[src/rtl/simd_sat_pkg.sv]
package simd_sat_pkg;
    parameter int unsigned DATA_W = 64;
    parameter int unsigned BYTE_W = 8;
    localparam int unsigned NBYTES = DATA_W / BYTE_W;
    localparam int unsigned IDX_W  = $clog2(NBYTES);

    typedef enum logic [1:0] {
        LANE_W8    = 2'd0,
        LANE_W16   = 2'd1,
        LANE_W32   = 2'd2,
        LANE_W32_X = 2'd3
    } lane_mode_e;

    typedef struct packed {
        logic              valid;
        logic [DATA_W-1:0] sum;
        logic [NBYTES-1:0] ovf;
    } out_state_t;
endpackage

[src/rtl/sat_byte_slice.sv]
module sat_byte_slice #(
    parameter int unsigned W = 8
) (
    input  logic [W-1:0] a,
    input  logic [W-1:0] b_eff,
    input  logic         cin,
    output logic [W-1:0] sum,
    output logic         cout,
    output logic         sovf
);
    logic [W:0] full;

    always_comb begin
        full = {1'b0, a} + {1'b0, b_eff} + {{W{1'b0}}, cin};
        sum  = full[W-1:0];
        cout = full[W];
        // sign-rule overflow, valid when this slice holds a lane MSB
        sovf = (a[W-1] == b_eff[W-1]) && (full[W-1] != a[W-1]);
    end
endmodule

[src/rtl/sat_lane_map.sv]
module sat_lane_map
    import simd_sat_pkg::*;
(
    input  logic [1:0]                   mode,
    output logic [NBYTES-1:0]            start_mask,
    output logic [NBYTES-1:0][IDX_W-1:0] top_idx
);
    always_comb begin
        for (int i = 0; i < NBYTES; i++) begin
            logic [IDX_W-1:0] idx;
            idx = IDX_W'(i);
            unique case (lane_mode_e'(mode))
                LANE_W8: begin
                    start_mask[i] = 1'b1;
                    top_idx[i]    = idx;
                end
                LANE_W16: begin
                    start_mask[i] = (idx[0] == 1'b0);
                    top_idx[i]    = idx | IDX_W'(1);
                end
                default: begin
                    start_mask[i] = (idx[1:0] == 2'b00);
                    top_idx[i]    = idx | IDX_W'(3);
                end
            endcase
        end
    end
endmodule

[src/rtl/sat_clamp.sv]
module sat_clamp #(
    parameter int unsigned W = 8
) (
    input  logic [W-1:0] wrapped,
    input  logic         lane_ovf,
    input  logic         is_top,
    input  logic         pos_dir,
    input  logic         sat_en,
    input  logic         signed_en,
    input  logic         sub_en,
    output logic [W-1:0] byte_out
);
    logic [W-1:0] clamp_v;

    always_comb begin
        if (signed_en) begin
            if (pos_dir) clamp_v = is_top ? {1'b0, {(W-1){1'b1}}} : {W{1'b1}};
            else         clamp_v = is_top ? {1'b1, {(W-1){1'b0}}} : {W{1'b0}};
        end else begin
            clamp_v = sub_en ? {W{1'b0}} : {W{1'b1}};
        end
        byte_out = (sat_en && lane_ovf) ? clamp_v : wrapped;
    end
endmodule

[src/rtl/simd_sat_adder.sv]
module simd_sat_adder
    import simd_sat_pkg::*;
(
    input  logic              clk,
    input  logic              rst_n,
    input  logic              in_valid,
    input  logic [DATA_W-1:0] op_a,
    input  logic [DATA_W-1:0] op_b,
    input  logic [1:0]        lane_mode,
    input  logic              sub_en,
    input  logic              sat_en,
    input  logic              signed_en,
    output logic              out_valid,
    output logic [DATA_W-1:0] result,
    output logic [NBYTES-1:0] ovf
);
    logic [NBYTES-1:0]            start_mask;
    logic [NBYTES-1:0][IDX_W-1:0] top_idx;
    logic [DATA_W-1:0]            b_eff;
    logic [DATA_W-1:0]            wrap_sum;
    logic [DATA_W-1:0]            sat_sum;
    logic [NBYTES-1:0]            carry_in;
    logic [NBYTES-1:0]            carry_out;
    logic [NBYTES-1:0]            slice_sovf;
    logic [NBYTES-1:0]            slice_ovf;
    logic [NBYTES-1:0]            lane_flag;
    out_state_t                   state_d, state_q;

    assign b_eff = sub_en ? ~op_b : op_b;

    sat_lane_map u_map (
        .mode       (lane_mode),
        .start_mask (start_mask),
        .top_idx    (top_idx)
    );

    for (genvar i = 0; i < NBYTES; i++) begin : g_byte
        // carry chain cut at lane starts; subtract injects +1 there
        if (i == 0) begin : g_first
            assign carry_in[i] = sub_en;
        end else begin : g_rest
            assign carry_in[i] = start_mask[i] ? sub_en : carry_out[i-1];
        end

        sat_byte_slice #(.W(BYTE_W)) u_slice (
            .a     (op_a[i*BYTE_W +: BYTE_W]),
            .b_eff (b_eff[i*BYTE_W +: BYTE_W]),
            .cin   (carry_in[i]),
            .sum   (wrap_sum[i*BYTE_W +: BYTE_W]),
            .cout  (carry_out[i]),
            .sovf  (slice_sovf[i])
        );

        // unsigned: carry on add, missing carry (borrow) on subtract
        assign slice_ovf[i] = signed_en ? slice_sovf[i] : (carry_out[i] ^ sub_en);
        assign lane_flag[i] = slice_ovf[top_idx[i]];

        sat_clamp #(.W(BYTE_W)) u_clamp (
            .wrapped   (wrap_sum[i*BYTE_W +: BYTE_W]),
            .lane_ovf  (lane_flag[i]),
            .is_top    (top_idx[i] == IDX_W'(i)),
            .pos_dir   (~op_a[top_idx[i]*BYTE_W + BYTE_W - 1]),
            .sat_en    (sat_en),
            .signed_en (signed_en),
            .sub_en    (sub_en),
            .byte_out  (sat_sum[i*BYTE_W +: BYTE_W])
        );
    end

    always_comb begin
        state_d       = state_q;
        state_d.valid = in_valid;
        if (in_valid) begin
            state_d.sum = sat_sum;
            state_d.ovf = lane_flag;
        end
    end

    always_ff @(posedge clk or negedge rst_n) begin
        if (!rst_n) state_q <= '0;
        else        state_q <= state_d;
    end

    assign out_valid = state_q.valid;
    assign result    = state_q.sum;
    assign ovf       = state_q.ovf;
endmodule

[config.mk]
export PLATFORM = sky130hd
export DESIGN_NAME = simd_sat_adder
export DESIGN_NICKNAME = d
export VERILOG_FILES = /design/src/rtl/simd_sat_pkg.sv /design/src/rtl/sat_byte_slice.sv /design/src/rtl/sat_lane_map.sv /design/src/rtl/sat_clamp.sv /design/src/rtl/simd_sat_adder.sv
export SDC_FILE = /design/constraint.sdc
export NUM_CORES = 1
export LEC_CHECK = 0
export CAP_MARGIN = 15
export CORE_MARGIN = 1
export CORE_UTILIZATION = 53
export CTS_CLUSTER_SIZE = 10
export DETAILED_ROUTE_END_ITERATION = 16
export GPL_ROUTABILITY_DRIVEN = 0
export PLACE_DENSITY = 0.89
export SETUP_SLACK_MARGIN = 0.3
export SLEW_MARGIN = 20
export SYNTH_ARGS = -nofsm -noshare
export SYNTH_HDL_FRONTEND = slang
export SYNTH_SLANG_ARGS = --single-unit
export TNS_END_PERCENT = 5
[constraint.sdc]
create_clock -name clk -period 1.6 [get_ports clk]
set_clock_uncertainty 0.1 [all_clocks]
set_input_delay 0.48 -clock clk [delete_from_list [all_inputs] [get_ports clk]]
set_output_delay 0.48 -clock clk [all_outputs]
set_load 0.1 [all_outputs]
==> results list, run 1 <==
* Post CTS Setup Buffer Count: 49
- Worst slack at placement: -6.391 ns
- Once detailed placement completed, the half-perimeter wirelength came to 23910 um.
- Top area cells in the synthesized netlist: dfrtp_1, ha_1, xor2_1
- Resized cells post-CTS: 107
- Of the post-synthesis cell area, the dominant cell type holds 26.08%.
- The first error in the log reads "[ERROR DPL-0033] detailed placement checks failed during check placement".
* Last flow stage reached: clock tree synthesis (4_1_cts)
* Most instantiated library cell after synthesis: xor2_1
* Placed Instance Area: 11690 um2
* Post-synth cell types: 75
- Synthesis produced a netlist with a net count of 1002.
- Averaged over all synthesized cells, the footprint is 8.801 um2.
- Top post-synthesis cells by count: xor2_1, dfrtp_1, nor2_1
* Port Buf Inserts: 208
- Number of buffers added by the clock tree synthesis step: 9
- Number of enable flip-flop cells after synthesis: 0
- The synthesized netlist occupies a cell area of 7005 um2.
- Synth warn: 0
- In the synthesized netlist the dominant register cell turns out to be dfrtp_1.
- FFs w/ async S/R, synth: 100.0%
- Number of flip-flops and latches in the synthesized netlist: 73
- Row count: 41
* Count of H-tree levels built during CTS: 3
- Die extent in x: 117.0 um
* Number of hold buffers added after CTS: 1
* Number of clock sinks seen by CTS: 73
- The cell count after synthesis came out at 796.
- Library cell used as clock root buffer: clkbuf_16
- The run stopped with a tool error.
- Counting along the longest clock path gives a buffer depth of 2.
* Die boundary height: 117.0 um
- For this run, the register share of the synthesized area comes to 26.08%.
* Starting Density: 54.84%
* Placed cells: 1358
- 209 I/O pins were placed.
- Cell type with the highest aggregate area in the netlist: dfrtp_1
## kinds of logic after synthesis
logic type,Yosys count,synth area share [%]
DFF,73,26.08
buffers and inverters,93,5.233
adders and majority gates,70,14.00
AOI/OAI and AO/OA,228,24.67
muxes,13,2.107
xor gates and xnor gates,106,13.25
and+or+nand+nor,213,14.66
## stage by stage
step	TNS [ns]	utilization, %
3_5_place_dp	-448.23	91.49
3_3_place_gp	-407.14	91.49
2_1_floorplan	-382.50	-
==> run 2: changes to the inputs <==
CORE_UTILIZATION = 40   (was 53)
CTS_CLUSTER_SIZE = unset   (was 10)
PLACE_DENSITY = unset   (was 0.89)
PLACE_DENSITY_LB_ADDON = 0.15   (was unset)
SETUP_SLACK_MARGIN = unset   (was 0.3)
==> run 2 against run 1 <==
The flow now finishes, with violations (setup timing). Synthesized area unchanged. Synthesized cell count is the same.
==> results list, run 2 <==
- The run finished, with violations left.
- Failing checks: setup timing
- Final non-filler cell area: 12980 um2
* Min Clock Period, post-route: 7.080 ns
* Antenna Nets Post-Route: 0
* Pin count of the biggest net entering global routing: 34
- Slew headroom: 64.22%
- In the synthesized netlist the dominant register cell turns out to be dfrtp_1.
- Actual slew at the worst max-slew pin: 0.5311 ns
* CP delay by family, top: buffers and inverters
- Synth warn: 0 (unchanged)
- Fmax: 141.2 MHz
- The placement row count came to 48 (+17%).
* Die extent in x: 134.3 um (+15%)
- First-pass GRT wire length: 40290 um
* Most instantiated library cell after synthesis: xor2_1
- After detailed routing, the number of remaining DRC violations is 0.
- Combined global-route utilization of all metal layers: 28.36%
- The count of flip-flops with a built-in enable after synthesis is 0 (unchanged).
- Maximum number of buffers from clock root to sink: 2 (unchanged)
* Endpoint type of the worst setup path: flop
- Most frequent standard cell in the layout excluding fill and tap cells: buf_4
- Number of buffers added by the clock tree synthesis step: 9 (unchanged)
- Share of the clock period used by the worst path: 442.5%
- The number of antenna violations at the first check in global routing came to 0.
- The final layout contains routed wiring with a total length of 26050 um.
- The count of state elements after synthesis is 73 (unchanged).
- MaxCap Viol Count: 0
- The half-perimeter wire length after detailed placement is 19010 um (-20%).
* Die boundary height: 134.3 um (+15%)
- Cell type with the highest aggregate area in the netlist: dfrtp_1
- The worst setup path is of the input pin to flop kind.
- Clock-pin transition on the worst setup and hold timing paths: 0.06 ns
- Sorting the synthesized cells by how often they occur yields xor2_1, dfrtp_1, nor2_1.
- Starting DRC count in detailed routing: 454
- The number of input and output port buffers inserted is 208 (unchanged).
- Via count of the first global-routing pass: 8240
- Power density over the cells: 1234 nW/um2
* Clock Latency Late Sink: 0.35 ns
- In the routed layout, each cell is associated on average with a via count of 5.330.
* Setup slack after layout: -5.480 ns
- Post-synth cell types: 75 (unchanged)
- Data required time of the critical path: 1.72 ns
* Critical path peak fanout: 2
- Worst hold margin: 0.4442 ns
- The first detailed-routing pass took 5 iterations.
- Largest vdd supply drop: 1317 uV
* Combined buffer and inverter count along the critical path: 19
* Routed wire length per instance: 17.36 um
- Cells after Synth: 796 (unchanged)
- STA classifies the critical path startpoint as an input pin.
* Ant. Diodes: 0
- Cells with a size suffix above 1 make up 38.71% of the layout.
- Starting Density: 40.79% (-14 points)
* Leakage: 6.021 nW
- The post-synthesis cell area came to 7005 um2 (unchanged).
* Layout Nets: 1477
* CORE AREA: 17180 um2
* CP Data Arrival Time: 7.20 ns
- The final-report hold violation count was 0.
- Layout filler cell count: 1196
- The number of H-tree levels came to 3 (unchanged).
* Final number of max-transition violations: 0
- Die area: 18050 um2
- Path category of the worst min-delay check: input pin to flop
* Total overflow reported by the global router: 0
- Count of boundary I/O pins: 209 (unchanged)
- The proportion of netlist area held by the largest area contributor was 26.08% (unchanged).
- Slowest-stage cell, CP: clkdlybuf4s50_1
- The sequential cell area fraction in the yosys report was 26.08% (unchanged).
- Finish-stage setup viols: 72
* Avg Synthesized Cell Area: 8.801 um2 (unchanged)
- The clock net sink count was 73 (unchanged).
- Top area cells in the synthesized netlist: dfrtp_1, ha_1, xor2_1
* Library cell appearing most often on the critical path: buf_4
* Vias: 8001
- Max reg flops: 64
* Library cell used as clock root buffer: clkbuf_16
- Placed Instance Area: 11820 um2 (+1.2%)
* RSZ-0062 raised after global routing: yes
- Maximum single-stage delay on the critical path: 0.43 ns
* Clock tree from TritonCTS: yes
- The fraction of synthesis flops using an asynchronous set or reset pin came to 100.0% (unchanged).
- Commonest cells after routing, fill and taps aside: buf_4, clkdlybuf4s50_1, buf_12
- Post-synthesis net count: 1002 (unchanged)
- From synthesis to final layout, the design area changed by 85.30%.
## run 2: logic make-up after synthesis
group           count (synthesis)  share of synthesized area, %
mux                            13                         2.107
fa+ha+maj                      70                         14.00
xor+xnor                      106                         13.25
compound gates                228                         24.67
flops                          73                         26.08
buf+inv                        93                         5.233
simple gates                  213                         14.66
## run 2: final timing paths
| path | startpoint | end | slack (ns) | cells past startpoint |
|---|---|---|---|---|
| setup / recovery | op_a[2] | result[20]$_DFFE_PN0P_ | -5.48 | 38 |
| hold / removal | in_valid | ovf[2]$_DFFE_PN0P_ | 0.44 | 3 |
| setup reg to reg | result[15]$_DFFE_PN0P_ | result[15]$_DFFE_PN0P_ | 0.57 | 3 |
| hold reg to reg | ovf[4]$_DFFE_PN0P_ | ovf[4]$_DFFE_PN0P_ | 0.46 | 2 |
| max in group asynchronous | rst_n | result[62]$_DFFE_PN0P_ | 0.49 | 3 |
| min in group asynchronous | rst_n | result[41]$_DFFE_PN0P_ | 0.46 | 2 |
## run 2: per-layer routing
layer | global-route usage [%] | routed length (um) | share of wire [%] | vias to the layer above
met5 | 0 | 0 | 0 | -
met4 | 9.613 | 892 | 3.4 | 0
met3 | 5.253 | 1583 | 6.1 | 67
met2 | 50.95 | 13070 | 50 | 315
met1 | 33.76 | 10510 | 40 | 3811
li1 | - | - | - | 3808
## run 2: final cells by class
cell class / instances / area, um2 / share of cell area (%)
clock buffers: 11 / 252.7 / 1.947
clock inverters: 5 / 77.57 / 0.5976
inverters: 64 / 240.2 / 1.851
multi-input cells: 630 / 5226 / 40.26
flip-flops and latches: 73 / 1827 / 14.07
well taps: 225 / 281.5 / 2.169
repair buffers: 493 / 5076 / 39.10
## run 2: worst reg2reg max path, cell delays in order (launching register included)
cell and delay, ns:
dfrtp_1 0.42, nor2_1 0.08, a31oi_1 0.16, a21boi_0 0.19
## run 2: stage by stage
stage,power (mW),util [%],std cells,setup TNS (ns),setup slack (ns)
2_1_floorplan,8.769,-,796,-382.50,-5.474
3_3_place_gp,12.96,68.83,1422,-416.87,-6.076
3_5_place_dp,13.07,68.83,1422,-427.99,-6.292
4_1_cts,15.73,73.73,1488,-375.62,-5.570
5_1_grt,16.67,75.58,1501,-393.81,-5.696
6_report,16.02,75.58,1501,-370.63,-5.480
## run 2: what timing repair did
action / CTS / global route
setup endpoints to repair: 72 / 73
resized for setup: 38 / 51
endpoints found under the hold margin: 15 / 0
setup buffers: 49 / 18
hold buffers: 1 / 0
pin swaps: 30 / 41
## run 2: power by group
group | switching [mW] | internal (mW) | leakage [nW]
registers | 0.597 | 2.34 | 0.865
logic | 6.24 | 4.57 | 4.99
clock network | 0.834 | 1.45 | 0.162
total | 7.67 | 8.35 | 6.02
(Power assumes the default switching activity.)
==> run 3: changes to the inputs <==
GPL_TIMING_DRIVEN = 0   (was unset)
PLACE_DENSITY_LB_ADDON = 0.12   (was 0.15)
==> run 3 against run 2 <==
The run still ends with setup timing left. Register-to-register slack better by 0.06 ns. Power is 14% lower. Utilization fell by 13 points. Setup slack got worse by 0.20 ns. Sequential power shrank 7.8%. Sequential cell count did not move. Maximum frequency fell by 2.7%. Final cell count is 13% lower. Clock-buffer cell count fell by 1. First-iteration DRC count shrank 25%. Via count fell by 11%. Critical path type unchanged. Highest routed layer is now met5.
==> results list, run 3 (same netlist as run 2, synthesis figures left out) <==
- Via count of the first global-routing pass: 6745 (-18%)
* Number of hold buffers added after CTS: 0 (-1)
- The area occupied by multi-input gates was 5345 um2 (+2.3%).
- The area growth from synthesis to layout is 54.10%.
* Final count of hold timing violations: 0 (unchanged)
- Slew headroom: 34.89% (-29 points)
- The via-per-instance ratio was 5.473 (+2.7%).
- The share of cells above drive strength 1 came to 26.91% (-12 points).
* Die area: 18050 um2 (unchanged)
- Max reg flops: 64 (unchanged)
- Count of boundary I/O pins: 209 (unchanged)
- Min Clock Period, post-route: 7.276 ns (+0.1960 ns)
- Most frequent standard cell in the layout excluding fill and tap cells: clkdlybuf4s50_1
- The data arrival time at the worst-slack endpoint was 7.46 ns (+0.26 ns).
- Among the stages of the critical path, the cell type that occurs most often is fa_2.
* Leakage: 4.769 nW (-21%)
* Port Buf Inserts: 205 (-1.4%)
* # DRC: 0 (unchanged)
- Vias: 7109 (-11%)
- The top cell types in the final layout, fill and taps aside, are clkdlybuf4s50_1, buf_4, xor2_1, dfrtp_1, nor2_1.
- Half-perimeter wire length after placement: 17280 um (-9.1%)
- Starting DRC count in detailed routing: 342 (-25%)
- The global route total overflow was 0 (unchanged).
- Share of the clock period used by the worst path: 454.8% (+12 points)
- Maximum single-stage delay on the critical path: 0.45 ns (+0.02 ns)
- Number of buffers added by the clock tree synthesis step: 9 (unchanged)
- The largest fanout on the critical path was 7 (+5).
- Clock-pin transition on the worst setup and hold timing paths: 0.06 ns (about the same)
- Total power after layout: 13.81 mW (-14%)
* Starting Density: 40.79% (unchanged)
* Die extent in x: 134.3 um (unchanged)
- The final setup violation count was 72 (unchanged).
* Internal power consumption: 6.598 mW (-21%)
- Clock tree from TritonCTS: yes
* Sequential cell area: 1827 um2 (unchanged)
- The flow ran to the end, but the final reports show violations.
* First-pass GRT wire length: 35380 um (-12%)
* Critical Path Source Type: input pin
- The transition time of the tightest slew-check pin was 0.9731 ns (+0.4419 ns).
* Row count: 48 (unchanged)
* Path category of the worst min-delay check: input pin to async pin
* Power density over the cells: 1279 nW/um2 (+3.7%)
* Net switching power: 7.214 mW (-5.9%)
* Largest vdd supply drop: 1335 uV (+1.4%)
- Relative contribution of sequential cells to total power: 19.5% (+1.2 points)
* Proportion of total power due to net switching: 52.23% (+4.4 points)
* Combined global-route utilization of all metal layers: 25.49% (-2.9 points)
* Kind of critical path: input pin to flop
* Number of clock sinks seen by CTS: 73 (unchanged)
- The total wire length after detailed routing is 23790 um (-8.7%).
* Failing checks: setup timing
- Final non-filler cell area: 10800 um2 (-17%)
- The clock network power share was 16.4% (+2.2 points).
- Library cell used as clock root buffer: clkbuf_16
- Ant. Diodes: 0 (unchanged)
* Clock Latency Late Sink: 0.34 ns (about the same)
- Detailed-router iteration count before antenna repair: 5 (unchanged)
- The cell count after placement came to 1227 (-14%).
* Maximum number of buffers from clock root to sink: 2 (unchanged)
- Worst slack at placement: -6.983 ns (-0.6914 ns)
* Count of H-tree levels built during CTS: 3 (unchanged)
* MaxCap Viol Count: 0 (unchanged)
* Layout filler cell count: 1505 (+26%)
- Pin count of the biggest net entering global routing: 39 (+15%)
* Count of non-filler cells in the finished layout: 1299 (-13%)
* RSZ-0062 raised after global routing: yes
* Placed Instance Area: 9574 um2 (-19%)
- Endpoint type of the worst setup path: flop
- Die boundary height: 134.3 um (unchanged)
* Layout Nets: 1276 (-14%)
- Comb power frac: 64.1% (-3.4 points)
- The average wire per cell in the routed design is 18.32 um (+5.5%).
* CORE AREA: 17180 um2 (unchanged)
- The required time at the endpoint of the critical path came to 1.78 ns (+0.06 ns).
- Setup slack after layout: -5.676 ns (-0.1960 ns)
- The remaining antenna violation count after routing is 0 (unchanged).
- Slowest-stage cell, CP: fa_2
- Fmax: 137.4 MHz (-2.7%)
- Number of antenna violations at the first check in global routing: 1 (+1)
- Final number of max-transition violations: 0 (unchanged)
==> run 3: power by group through the flow <==
stage                     combinational (mW)  clock, mW  sequential [mW]
after floorplan                         2.56          0             6.21
after global placement                  8.18          0             2.65
after detailed placement                8.22          0             2.65
after CTS                               8.28       2.27             2.65
after global routing                    9.28       2.35             2.75
final                                   8.85       2.26             2.70
==> run 3: cell type report <==
cell class,count,share of cell area [%]
multi-input cells,630,49.51
repair buffers,264,23.64
flip-flops and latches,73,16.92
well taps,225,2.608
inverters,64,2.225
clock buffers,10,2.214
plain buffers,28,2.133
clock inverters,5,0.7418
==> run 3: metrics by stage <==
step / hold slack (ns) / setup TNS, ns / util, %
5_1_grt: 0.05067 / -417.48 / 62.85
3_3_place_gp: 0.3883 / -708.85 / 55.64
2_1_floorplan: 0.08441 / -382.50 / -
6_report: 0.008998 / -396.17 / 62.85
4_1_cts: 0.02805 / -409.53 / 58.19
3_5_place_dp: 0.3801 / -501.46 / 55.74
==> run 3: worst paths after layout <==
kind,startpoint,end,slack (ns),depth (start not counted)
min in group clk,result[35]$_DFFE_PN0P_,result[35]$_DFFE_PN0P_,0.40,2
max,sub_en,result[35]$_DFFE_PN0P_,-5.68,35
min reg2reg,result[35]$_DFFE_PN0P_,result[35]$_DFFE_PN0P_,0.40,2
max in group asynchronous,rst_n,result[24]$_DFFE_PN0P_,0.79,2
min,rst_n,result[40]$_DFFE_PN0P_,0.009,1
max reg2reg,result[10]$_DFFE_PN0P_,result[10]$_DFFE_PN0P_,0.63,1
==> run 3: critical path, delay by kind of cell <==
kind | cells | cell delay, ns
AO/OA/AOI/OAI | 12 | 1.91
XOR/XNOR | 1 | 0.18
adder cells (fa/ha/maj) | 7 | 2.56
buffers and inverters | 4 | 0.49
multiplexers | 1 | 0.26
AND/OR/NAND/NOR | 10 | 1.55
==> run 3: routing by layer <==
metal  track usage, %  routed length, um  vias to the layer above
met5                0                 10                        -
met4            8.739                722                        2
met3            5.140               1897                       55
met2            41.16              10830                      287
met1            33.87              10330                     3354
li1                 -                  -                     3411
==> run 3: what timing repair did <==
item | in CTS | in global routing
buffers inserted | 16 | 42
pin swaps | 30 | 57
gates resized for setup | 474 | 118
cloned | 0 | 1
setup endpoints to repair | 145 | 109
